$ cat src/rtl/irq_prio_ctx.sv
module irq_prio_ctx (
  input  logic        clk,
  input  logic        rst_n,
  input  logic        op_valid,
  input  logic [1:0]  op_code,
  input  logic        op_ring,
  input  logic [7:0]  op_data,
  output logic        exc_req,
  output logic        win_ring,
  output logic        acc_valid,
  output logic [15:0] acc_word,
  output logic [7:0]  phys_mfp,
  output logic [7:0]  pool_mfp,
  output logic [7:0]  phys_cur,
  output logic [7:0]  pool_cur
);
  localparam logic [1:0] OP_POST = 2'd0, OP_CUR = 2'd1, OP_ACC = 2'd2, OP_CTX = 2'd3;

  logic [7:0] pend [2];
  logic [7:0] cur  [2];
  logic [7:0] mfp  [2];
  logic [1:0] exc;
  logic [7:0] pool_ctx;

  function automatic logic [7:0] favoured(input logic [7:0] b);
    favoured = 8'hFF;
    for (int i = 7; i >= 0; i--)
      if (b[7-i]) favoured = 8'(i);
  endfunction

  logic [7:0] own_v, pool_v, win_v, tgt_cur;
  logic       pool_on, pool_wins, tgt;

  assign own_v     = favoured(pend[op_ring]);
  assign pool_v    = favoured(pend[1]);
  assign pool_on   = !op_ring && pool_ctx[7];
  assign pool_wins = pool_on && (pool_v < own_v);
  assign win_v     = pool_wins ? pool_v : own_v;
  assign tgt       = pool_wins ? 1'b1 : op_ring;
  assign tgt_cur   = pool_wins ? cur[1] : op_data;

  always_ff @(posedge clk or negedge rst_n) begin
    if (!rst_n) begin
      for (int r = 0; r < 2; r++) begin
        pend[r] <= '0;
        cur[r]  <= 8'hFF;
        mfp[r]  <= 8'hFF;
      end
      exc       <= '0;
      pool_ctx  <= '0;
      win_ring  <= 1'b0;
      acc_valid <= 1'b0;
      acc_word  <= '0;
    end else begin
      acc_valid <= 1'b0;
      if (op_valid) begin
        case (op_code)
          OP_POST: pend[op_ring] <= pend[op_ring] | (8'h80 >> op_data[2:0]);
          OP_CUR: begin
            cur[op_ring] <= op_data;
            mfp[op_ring] <= win_v;
            if (pool_on) mfp[1] <= pool_v;
            win_ring <= tgt;
            exc[op_ring] <= 1'b0;
            if (win_v < tgt_cur) exc[tgt] <= 1'b1;
          end
          OP_ACC: begin
            acc_valid <= 1'b1;
            if (exc[op_ring]) begin
              acc_word      <= {mfp[op_ring], cur[op_ring]};
              cur[op_ring]  <= mfp[op_ring];
              pend[op_ring] <= pend[op_ring] & ~(8'h80 >> mfp[op_ring][2:0]);
              exc[op_ring]  <= 1'b0;
            end else begin
              acc_word <= {8'hFF, cur[op_ring]};
            end
          end
          OP_CTX: pool_ctx <= op_data;
          default: ;
        endcase
      end
    end
  end

  assign exc_req  = |exc;
  assign phys_mfp = mfp[0];
  assign pool_mfp = mfp[1];
  assign phys_cur = cur[0];
  assign pool_cur = cur[1];
endmodule

$ cat config.mk
export PLATFORM = sky130hd
export DESIGN_NAME = irq_prio_ctx
export DESIGN_NICKNAME = d
export VERILOG_FILES = /design/src/rtl/irq_prio_ctx.sv
export SDC_FILE = /design/constraint.sdc
export NUM_CORES = 1
export LEC_CHECK = 0
export ABC_AREA = 0
export BUFFER_PORTS_ARGS = -buffer_cell sky130_fd_sc_hd__buf_2
export CORE_MARGIN = 8
export CORE_UTILIZATION = 55
export DETAILED_ROUTE_END_ITERATION = 6
export MAX_ROUTING_LAYER = met4
export PLACE_DENSITY = 0.79
export SLEW_MARGIN = 20
export SYNTH_ARGS = -nofsm -noshare
export SYNTH_HDL_FRONTEND = slang
export SYNTH_SLANG_ARGS = --single-unit
$ cat constraint.sdc
create_clock -name clk -period 12.2 [get_ports clk]
set_input_delay 1.22 -clock clk [delete_from_list [all_inputs] [get_ports clk]]
set_output_delay 1.22 -clock clk [all_outputs]
set_load 0.02 [all_outputs]
==> impl_metrics.env <==
export IMPL_io_pins=65
export IMPL_whs_path_depth=2
export IMPL_wl_per_cell_um=18.3
export IMPL_num_vias=3197
export IMPL_drc=0
export IMPL_synthMuxAreaShare_pct=9.81
export IMPL_h_tree_depth=3
export IMPL_slew_violations=0
export IMPL_clock_latency_ps=340
export IMPL_mostFrequentLayoutCells="buf_2, nand2_1, o21ai_0"
export IMPL_r2r_end="exc[0]"
export IMPL_hold_path_class="reg2reg"
export IMPL_slew_headroom_pct=40.5
export IMPL_grt_max_degree=58
export IMPL_switching_power_uw=458
export IMPL_yosys_area_share_simple_pct=19.4
export IMPL_fmax_mhz=178
export IMPL_num_nets_final=476
export IMPL_worst_slew_pin_slew_ps=887
export IMPL_setup_tns_ps=0
export IMPL_wl_um=9780
export IMPL_drt_initial_drc_count=237
export IMPL_rrSetupSlack_ps=7680
export IMPL_period_needed_ps=5610
export IMPL_numPortBuffers=64
export IMPL_dr_pass1_iters=5
export IMPL_grt_pass1_vias=2960
export IMPL_grt_pass1_wl_um=15400
export IMPL_core_area_um2=6310
export IMPL_grt_antenna_before_repair=0
export IMPL_overflow=0
export IMPL_grt_usage_pct=22.4
export IMPL_critPathKind="in2reg"
export IMPL_synth_seq_area_share_pct=40.8
export IMPL_cts_resized_gates=0
export IMPL_diodes=0
export IMPL_rows=29
export IMPL_p_per_area_nw_per_um2=255
export IMPL_ir_worst_vdd_mv=0.136
export IMPL_timing_final_crit_share_pct=46.0
export IMPL_internal_power_uw=570
export IMPL_cts_sinks=57
export IMPL_final_hold_violation_count=0
export IMPL_start_kind="input port"
export IMPL_syn_num_nets=430
export IMPL_seq_power_share_pct=34.2
export IMPL_cts_made_buffers=9
export IMPL_synth_cells=407
export IMPL_post_route_util_pct=63.9
export IMPL_ctsLongestPathBuffers=2
export IMPL_yosysWarningCount=0
export IMPL_ant_nets=0
export IMPL_vias_per_cell=5.98
export IMPL_postLayoutCellArea_um2=4030
export IMPL_dieHeight_um=96.6
export IMPL_critPathBufInv=4
export IMPL_power_total_uw=1030
export IMPL_synth_edf_count=0
export IMPL_mostFrequentLayoutCell="buf_2"
export IMPL_synth_xor_area_share_pct=0
export IMPL_rsz0062_at_grt="false"
export IMPL_hold_path_end="acc_word[3]"
export IMPL_placed_area_um2=3810
export IMPL_clockRootBuffer="clkbuf_8"
export IMPL_drive_gt1_share_pct=27.9
export IMPL_netlist_cell_type_count=55
export IMPL_clock_power_share_pct=19.4
export IMPL_start_util_pct=56.5
export IMPL_cp_arrival_ps=5890
export IMPL_cts_setup_buffers=0
export IMPL_syn_cell_area_um2=3570
export IMPL_skew_ps=4.35
export IMPL_path_cells="buf_2 -> buf_4 -> nor3b_1 -> o22ai_1 -> nor3_1 -> inv_1 -> ha_1 -> inv_1 -> and3_1 -> nand3b_1 -> or4b_4 -> nand2_4 -> mux2i_1 -> ha_1 -> and3_1 -> nand3_1 -> nor2_1 -> a2111oi_0 -> and4b_1 -> a211o_1"
export IMPL_die_x_um=96.6
export IMPL_rr_startpoint="pend[6]"
export IMPL_p_sw_share_pct=44.5
export IMPL_max_cap_viol_count=0
export IMPL_end_kind="flip-flop"
export IMPL_status="complete, no violations"
export IMPL_area_delta_synth_final_pct=12.9
export IMPL_synth_compound_area_share_pct=20.0
export IMPL_gp_congestion=0.932
export IMPL_async_flop_share_pct=100
export IMPL_synthAdderAreaFrac_pct=3.15
export IMPL_crit_fanout=56
export IMPL_dpl_hpwl_um=7090
export IMPL_ys_ff_latch=57
export IMPL_slowest_stage="or4b_4"
export IMPL_slowest_delay_ps=540
export IMPL_r2r_cells=18
export IMPL_synth_top_flop_cell="dfrtp_1"
export IMPL_dieArea_um2=9320
export IMPL_crit_family="simple AND/OR/NAND/NOR gates"
export IMPL_combinationalPowerShare_pct=46.4
export IMPL_postCtsHoldBufs=0
export IMPL_syn_avg_cell_area_um2=8.77
export IMPL_cts_tree="done"
export IMPL_leakagePower_uw=0.00189
export IMPL_setup_viol=0
export IMPL_synth_top_family_by_area="compound AO/OA/AOI/OAI gates"
export IMPL_hold_start="acc_word[3]"
export IMPL_fillers=537
export IMPL_crit_required_ps=12480
export IMPL_clk_pin_slew_ps=70
[power by group through the flow]
stage               logic [uW]  registers [uW]  clock network, uW
finish                     477             351                199
CTS                        476             349                202
floorplan                  326             376                  0
global placement           468             349                  0
global route               523             361                210
detailed placement         475             352                  0
[how the worst max path moves through the flow]
stage	from	to	slack (ps)	cells past startpoint
6_report	op_ring	exc[0]	6590	20
5_1_grt	op_ring	exc[0]	6210	21
4_1_cts	op_ring	exc[0]	6610	20
3_5_place_dp	op_ring	exc[0]	6280	20
3_3_place_gp	op_ring	exc[0]	6400	21
2_1_floorplan	op_ring	exc[0]	7180	21
[cell usage after synthesis, types with 7 or more instances]
cell type	count	share of area, %
nand2_1	60	6.3
o21ai_0	46	6.4
dfrtp_1	33	23
a21oi_1	29	4.1
nor2_1	25	2.6
dfstp_2	24	18
mux2i_1	20	5.6
inv_1	15	1.6
buf_4	12	2.5
clkbuf_1	12	1.3
mux2_2	12	3.8
a31oi_1	11	1.9
nor3_1	11	1.5
and2_1	9	1.6
ha_1	9	3.2
nand3_1	9	1.3
o31ai_1	7	1.5
[worst min-delay path: stages (launching register included)]
cell,delay [ps]
dfrtp_1,340
nand2_1,40
o21ai_0,60
[layout make-up]
cell class                      count  area, um^2  share of cell area [%]
Timing Repair Buffer               66         335                    8.32
Clock buffer                       10         138                    3.41
Inverter                           15        56.3                    1.40
Clock inverter                      6        81.3                    2.02
Tap cell                           77        96.3                    2.39
Sequential cell                    57        1460                    36.1
Multi-Input combinational cell    304        1870                    46.3
[cell families after synthesis]
family | Yosys count
AO/OA/AOI/OAI | 120
adder cells (fa/ha/maj) | 9
buffers and inverters | 46
flip-flops | 57
multiplexers | 33
AND/OR/NAND/NOR | 142
[layer usage]
metal	vias to the layer above	track usage (%)	share of wire, %
li1	1531	-	-
met1	1510	29.4	45
met2	139	33.3	45
met3	17	3.32	8.4
met4	0	10.5	1.8
met5	-	-	0
[stage by stage]
stage	setup slack, ps	instances	hold slack (ps)
after floorplan	7180	407	463
after global placement	6400	519	455
after detailed placement	6280	519	465
after CTS	6610	535	479
after global routing	6210	535	491
final	6590	535	474
[registers in the layout, indices dropped and copies added (netlist names)]
name and count:
pend 16, acc_word 12, phys_cur 8, pool_cur 8
phys_mfp 4, pool_mfp 4, exc 2, acc_valid 1
pool_ctx 1, win_ring 1
Power figures use the tool's default switching activity.
